$ cat config.mk
export PLATFORM = sky130hd
export DESIGN_NAME = uart_frame_tx
export DESIGN_NICKNAME = d
export VERILOG_FILES = /design/src/rtl/uart_frame_tx_pkg.sv /design/src/rtl/uart_frame_tx_ctrl.sv /design/src/rtl/uart_frame_tx_dpath.sv /design/src/rtl/uart_frame_tx.sv
export SDC_FILE = /design/constraint.sdc
export NUM_CORES = 1
export LEC_CHECK = 0
export ABC_AREA = 1
export BUFFER_PORTS_ARGS = -buffer_cell sky130_fd_sc_hd__buf_2
export CAP_MARGIN = 20
export CORE_ASPECT_RATIO = 2
export CORE_MARGIN = 5
export CORE_UTILIZATION = 40
export DETAILED_ROUTE_END_ITERATION = 16
export GPL_TIMING_DRIVEN = 0
export PLACE_DENSITY = 0.64
export REMOVE_ABC_BUFFERS = 1
export SYNTH_ARGS = -nofsm -noshare
export SYNTH_HDL_FRONTEND = slang
export SYNTH_HIERARCHICAL = 1
export SYNTH_SLANG_ARGS = --single-unit
$ cat constraint.sdc
create_clock -name clk -period 5.45 [get_ports clk]
set_input_delay 1.09 -clock clk [delete_from_list [all_inputs] [get_ports clk]]
set_output_delay 1.09 -clock clk [all_outputs]
set_load 0.01 [all_outputs]
$ cat src/rtl/uart_frame_tx_pkg.sv
package uart_frame_tx_pkg;

  typedef enum logic [2:0] {
    ST_IDLE,
    ST_START,
    ST_DATA,
    ST_PARITY,
    ST_STOP
  } txState_e;

  // strobes from control to datapath, at most one per cycle
  typedef struct packed {
    logic load;
    logic shiftData;
    logic sendParity;
    logic sendStop;
  } txStrobe_t;

endpackage

$ cat src/rtl/uart_frame_tx_ctrl.sv
module uart_frame_tx_ctrl
  import uart_frame_tx_pkg::*;
#(
  parameter int DATA_W = 8,
  parameter int OVS    = 16
) (
  input  logic       clk,
  input  logic       rstN,
  input  logic       tickEn,
  input  logic       inValid,
  input  logic [1:0] parityMode,
  input  logic [1:0] stopSel,
  input  logic       stopRoundUp,
  output txStrobe_t  strobe,
  output logic       inReady,
  output logic       busy
);

  localparam int CNT_W = $clog2(2 * OVS) + 1;
  localparam int IDX_W = (DATA_W > 1) ? $clog2(DATA_W) : 1;
  localparam logic [CNT_W-1:0] BIT_LAST  = CNT_W'(OVS - 1);
  localparam logic [CNT_W-1:0] STOP_ONE  = CNT_W'(OVS - 1);
  localparam logic [CNT_W-1:0] STOP_HALF = CNT_W'(OVS + OVS / 2 - 1);
  localparam logic [CNT_W-1:0] STOP_TWO  = CNT_W'(2 * OVS - 1);
  localparam logic [IDX_W-1:0] IDX_LAST  = IDX_W'(DATA_W - 1);

  txState_e         state, stateNext;
  logic [CNT_W-1:0] tickCnt, tickCntNext;
  logic [IDX_W-1:0] bitIdx, bitIdxNext;
  logic             parEnQ;
  logic [CNT_W-1:0] stopLimQ;
  logic             accept;
  logic             bitEnd;
  logic             stopEnd;
  logic [CNT_W-1:0] stopLimIn;

  assign accept  = (state == ST_IDLE) && inValid;
  assign bitEnd  = tickEn && (tickCnt == BIT_LAST);
  assign stopEnd = tickEn && (tickCnt == stopLimQ);
  assign inReady = (state == ST_IDLE);
  assign busy    = (state != ST_IDLE);

  always_comb begin
    unique case (stopSel)
      2'b00:   stopLimIn = STOP_ONE;
      2'b01:   stopLimIn = stopRoundUp ? STOP_TWO : STOP_HALF;
      default: stopLimIn = STOP_TWO;
    endcase
  end

  always_comb begin
    stateNext   = state;
    tickCntNext = tickEn ? tickCnt + 1'b1 : tickCnt;
    bitIdxNext  = bitIdx;
    strobe      = '0;
    unique case (state)
      ST_IDLE: begin
        tickCntNext = '0;
        if (accept) begin
          strobe.load = 1'b1;
          stateNext   = ST_START;
        end
      end
      ST_START: begin
        if (bitEnd) begin
          strobe.shiftData = 1'b1;
          stateNext        = ST_DATA;
          bitIdxNext       = '0;
          tickCntNext      = '0;
        end
      end
      ST_DATA: begin
        if (bitEnd) begin
          tickCntNext = '0;
          if (bitIdx == IDX_LAST) begin
            if (parEnQ) begin
              strobe.sendParity = 1'b1;
              stateNext         = ST_PARITY;
            end else begin
              strobe.sendStop = 1'b1;
              stateNext       = ST_STOP;
            end
          end else begin
            strobe.shiftData = 1'b1;
            bitIdxNext       = bitIdx + 1'b1;
          end
        end
      end
      ST_PARITY: begin
        if (bitEnd) begin
          strobe.sendStop = 1'b1;
          stateNext       = ST_STOP;
          tickCntNext     = '0;
        end
      end
      ST_STOP: begin
        if (stopEnd) begin
          stateNext   = ST_IDLE;
          tickCntNext = '0;
        end
      end
      default: stateNext = ST_IDLE;
    endcase
  end

  always_ff @(posedge clk or negedge rstN) begin
    if (!rstN) begin
      state    <= ST_IDLE;
      tickCnt  <= '0;
      bitIdx   <= '0;
      parEnQ   <= 1'b0;
      stopLimQ <= STOP_ONE;
    end else begin
      state   <= stateNext;
      tickCnt <= tickCntNext;
      bitIdx  <= bitIdxNext;
      if (accept) begin
        parEnQ   <= (parityMode == 2'b01) || (parityMode == 2'b10);
        stopLimQ <= stopLimIn;
      end
    end
  end

  // no tick, no progress
  a_r7_hold_without_tick: assert property (@(posedge clk) disable iff (!rstN)
    (!tickEn && state != ST_IDLE) |=> ($stable(state) && $stable(tickCnt)));

  // tick counter never runs past the longest stop interval
  a_r5_count_bound: assert property (@(posedge clk) disable iff (!rstN)
    tickCnt <= STOP_TWO);

  // datapath sees at most one strobe per cycle
  a_r3_single_strobe: assert property (@(posedge clk) disable iff (!rstN)
    $onehot0(strobe));

  // stop length is frozen while a frame runs
  a_r8_cfg_frozen: assert property (@(posedge clk) disable iff (!rstN)
    (busy && $past(busy)) |-> $stable(stopLimQ));

endmodule

$ cat src/rtl/uart_frame_tx_dpath.sv
module uart_frame_tx_dpath
  import uart_frame_tx_pkg::*;
#(
  parameter int DATA_W = 8
) (
  input  logic              clk,
  input  logic              rstN,
  input  txStrobe_t         strobe,
  input  logic [DATA_W-1:0] inData,
  input  logic [1:0]        parityMode,
  output logic              txLine
);

  logic [DATA_W-1:0] shReg;
  logic              parQ;
  logic              lineQ;
  logic              oddSel;

  assign oddSel = (parityMode == 2'b10);
  assign txLine = lineQ;

  always_ff @(posedge clk or negedge rstN) begin
    if (!rstN) begin
      shReg <= '0;
      parQ  <= 1'b0;
      lineQ <= 1'b1;
    end else if (strobe.load) begin
      shReg <= inData;
      parQ  <= (^inData) ^ oddSel;
      lineQ <= 1'b0;
    end else if (strobe.shiftData) begin
      lineQ <= shReg[0];
      shReg <= shReg >> 1;
    end else if (strobe.sendParity) begin
      lineQ <= parQ;
    end else if (strobe.sendStop) begin
      lineQ <= 1'b1;
    end
  end

  // loading a byte always opens with a low start bit
  a_r2_start_low: assert property (@(posedge clk) disable iff (!rstN)
    strobe.load |=> !txLine);

  // entering the stop interval drives the line high
  a_r5_stop_high: assert property (@(posedge clk) disable iff (!rstN)
    strobe.sendStop |=> txLine);

endmodule

$ cat src/rtl/uart_frame_tx.sv
module uart_frame_tx
  import uart_frame_tx_pkg::*;
#(
  parameter int DATA_W = 8,
  parameter int OVS    = 16
) (
  input  logic              clk,
  input  logic              rstN,
  input  logic              tickEn,
  input  logic [DATA_W-1:0] inData,
  input  logic              inValid,
  output logic              inReady,
  input  logic [1:0]        parityMode,
  input  logic [1:0]        stopSel,
  input  logic              stopRoundUp,
  output logic              txLine,
  output logic              busy
);

  txStrobe_t strobe;

  uart_frame_tx_ctrl #(.DATA_W(DATA_W), .OVS(OVS)) ctrl_i (
    .clk        (clk),
    .rstN       (rstN),
    .tickEn     (tickEn),
    .inValid    (inValid),
    .parityMode (parityMode),
    .stopSel    (stopSel),
    .stopRoundUp(stopRoundUp),
    .strobe     (strobe),
    .inReady    (inReady),
    .busy       (busy)
  );

  uart_frame_tx_dpath #(.DATA_W(DATA_W)) dpath_i (
    .clk       (clk),
    .rstN      (rstN),
    .strobe    (strobe),
    .inData    (inData),
    .parityMode(parityMode),
    .txLine    (txLine)
  );

  // line rests high whenever a byte can be taken
  a_r1_idle_high: assert property (@(posedge clk) disable iff (!rstN)
    inReady |-> txLine);

  // handshake starts a frame on the next cycle
  a_r2_accept_starts: assert property (@(posedge clk) disable iff (!rstN)
    (inValid && inReady) |=> (!txLine && busy && !inReady));

  // ready only returns after a high stop period
  a_r5_ready_after_stop: assert property (@(posedge clk) disable iff (!rstN)
    $rose(inReady) |-> (txLine && $past(txLine)));

  // line is frozen while no tick arrives mid-frame
  a_r7_line_frozen: assert property (@(posedge clk) disable iff (!rstN)
    (busy && !tickEn && !(inValid && inReady)) |=> $stable(txLine));

endmodule

==> qor.yml <==
synth:
  yosysSeqAreaShare_pct: 40.95
  synth_area_leaders: "dfrtp_1 (38%), nand2_1 (11%), inv_1 (6.9%)"
  syn_inst: 195
  synth.most_common_cell: "nand2_1"
  synth_edf_count: 0
  synth_simple_gate_area_share_pct: 26.67
  synth_area_mm2: 0.001534
  netlist.area_leader.share_pct: 37.52
  synth_top_family_by_area: "simple AND/OR/NAND/NOR gates"
  yosysWarnings: 6
  synthAdderAreaFrac_pct: 2.447
  async_reset_ff_share_pct: 100.0
  synth_cell_type_count: 33
  syn_avg_cell_area_um2: 7.867
  yosysTopAreaCell: "dfrtp_1"
  synth_compound_area_share_pct: 15.58
  ys_ff_latch: 25
  synthMuxAreaShare_pct: 0.7341
  ys.flop_type: "dfrtp_1"
  synth_common_cells: "nand2_1 (45), inv_1 (28), dfrtp_1 (23)"
  synth_xor_area_share_pct: 3.997
clocking:
  htree_levels: 1
  path_clk_slew_ps: 90
  clock_latency_ps: 270
  cts-root-buf: "clkbuf_8"
  cts.sinks: 25
  cts_tree: "built"
  clk_path_buf_depth: 2
  holdBufCountCts: 0
  cts_buffers: 3
  post_cts_buffers: 0
  ctsResizeCount: 0
pwr:
  p_sw_share_pct: 41.38
  p_comb_share_pct: 43.2
  total_power_mw: 0.7380
  pwr-share-seq_pct: 41.8
  total_leakage_power_nw: 0.8699
  internal_power_mw: 0.4326
  power_density_mw_per_mm2: 429.6
  pwr-share-clk_pct: 15.0
  p_sw_mw: 0.3054
  vdd_ir_drop_max_mv: 0.1624
setup_path:
  crit_chain: "nor2_1 -> nand2_1 -> inv_1 -> buf_2"
  cp-endpoint: "inReady"
  slowest_stage: "dfrtp_1"
  reg2regPathDepth: 9
  cp-startpoint: "ctrl_i/state[1]"
  regToRegSetupSlack_ps: 3500
  required_ps: 4360
  r2r-start: "ctrl_i/bitIdx[0]"
  timing.rr.end: "dpath_i/shReg[0]"
  slowest_delay_ps: 440
  critPathArrivalTime_ps: 1280
  path_class: "register to output port"
  cp_max_fo: 5
  startpoint_type: "register"
  worst_setup_path_end_kind: "output port"
layout:
  antenna_cells: 0
  fillCellCount: 416
  register_area_um2: 628.1
  synthToLayoutAreaGrowth_pct: 11.99
  multi_input_area_um2: 758.2
  final_nets: 236
  drive_gt1_share_pct: 20.00
sta:
  report.final.slew_viol_count: 0
  tns_ps: 0
  fin_crit_ps: 2374
  period_share_pct: 43.56
  fmax_mhz: 421.2
  tightest_slew_ps: 563.0
  setup_viol: 0
  skew_ps: 1.910
  hold_violations: 0
  relSlewSlack_pct: 62.47
  grt_setup_unrepaired: "no"
route:
  drc: 0
  wl_met2_mm: 1.729
  vias_per_cell: 4.959
  drt_wl_total_mm: 3.117
  routedWlPerCell_um: 11.72
  drt_pre_antenna_iters: 4
  detail-route-antenna-nets: 0
  met1_length_mm: 1.196
  top_layer_used: "met4"
  vias: 1319
  met3WireLength_um: 103
  dr.first_iter.drc_count: 26
global_routing:
  grt_pass1_wl_mm: 5.471
  grt_usage_pct: 13.75
  grt_max_degree: 26
  antenna_found_initial: 0
  first_global_vias: 1353
  grt_overflow_total: 0
place:
  gp_congestion: 0.8881
  dp_hpwl_mm: 2.488
  portBuffers: 19
min_path:
  hold_depth: 2
  worstHoldStart: "dpath_i/parQ"
  hp-class: "register to register"
die:
  die_h_um: 97.58
  fp.dieW_um: 53.79
  rows: 32
  fp.coreArea_mm2: 0.003804
  dieArea_mm2: 0.005249
  io_pins: 20
  start_util_pct: 40.33
outcome:
  status: "finished clean"
run:
  drv_cap: 0
-- worst min path at each step --
stage / slack [ps] / end
finish: 480 / dpath_i/parQ
detailed placement: 470 / dpath_i/parQ
global route: 520 / dpath_i/parQ
global placement: 470 / dpath_i/parQ
floorplan: 450 / dpath_i/parQ
CTS: 490 / dpath_i/parQ
-- flip-flops by register name, summed over array words and instances, names as in the netlist --
register / cells
dpath_i/shReg: 8
ctrl_i/stopLimQ: 2
ctrl_i/state: 3
ctrl_i/bitIdx: 3
ctrl_i/tickCnt: 6
dpath_i/parQ: 1
dpath_i/txLine: 1
ctrl_i/parEnQ: 1
-- layout make-up --
type / instances / share of cell area, %
timing repair buffer: 19 / 5.535
sequential: 25 / 36.56
multi-input combinational: 133 / 44.14
clock buffer: 4 / 2.622
tap: 51 / 3.714
inverter: 34 / 7.429
-- worst max-delay path: cells and delay by family, from the launching register on --
kind / cells / cell delay, ps
flip-flops: 1 / 440
buffers and inverters: 2 / 200
AND/OR/NAND/NOR: 2 / 380
-- logic make-up after synthesis --
| group | Yosys count |
|---|---|
| and+or+nand+nor | 81 |
| adders and majority gates | 3 |
| AOI/OAI and AO/OA | 41 |
| muxes | 1 |
| DFF | 25 |
| buffers and inverters | 37 |
| xor gates and xnor gates | 7 |
-- through the flow --
step | hold slack [ps] | cells | instance area, µm² | utilization, % | setup slack (ps)
2_1_floorplan | 449.1 | 192 | 1514 | - | 3376
3_3_place_gp | 466.5 | 262 | 1673 | 43.98 | 2995
3_5_place_dp | 466.8 | 262 | 1673 | 43.98 | 2980
4_1_cts | 490.6 | 266 | 1718 | 45.16 | 3060
5_1_grt | 521.5 | 266 | 1718 | 45.16 | 2927
6_report | 483.7 | 266 | 1718 | 45.16 | 3076
-- power by group through the flow --
stage,logic (mW),registers [mW],clock network [mW]
4_1_cts,0.325,0.309,0.116
3_3_place_gp,0.319,0.312,0
5_1_grt,0.372,0.318,0.122
6_report,0.319,0.309,0.111
3_5_place_dp,0.324,0.313,0
2_1_floorplan,0.247,0.301,0
-- routing by layer --
layer,GRT usage [%],vias to the layer above
met5,0,-
li1,-,671
met2,24.58,19
met4,8.858,0
met1,13.86,623
met3,1.382,6
-- layout by cell type, fill, tap and decap left out, drive strengths merged --
cell     n
a21boi   2
inv     33
o22ai    2
xnor2    2
nor2    11
nor3     4
dfrtp   23
nand4    5
a31oi    2
o21ai   15
mux2     1
ha       3
nand2   48
xor2     5
a22o     1
buf     19
nor4     1
o31ai    1
clkbuf   4
nand3   12
a21oi   17
clkinv   1
dfstp    2
a211oi   1
No activity file was read; power rests on OpenSTA's default activity.
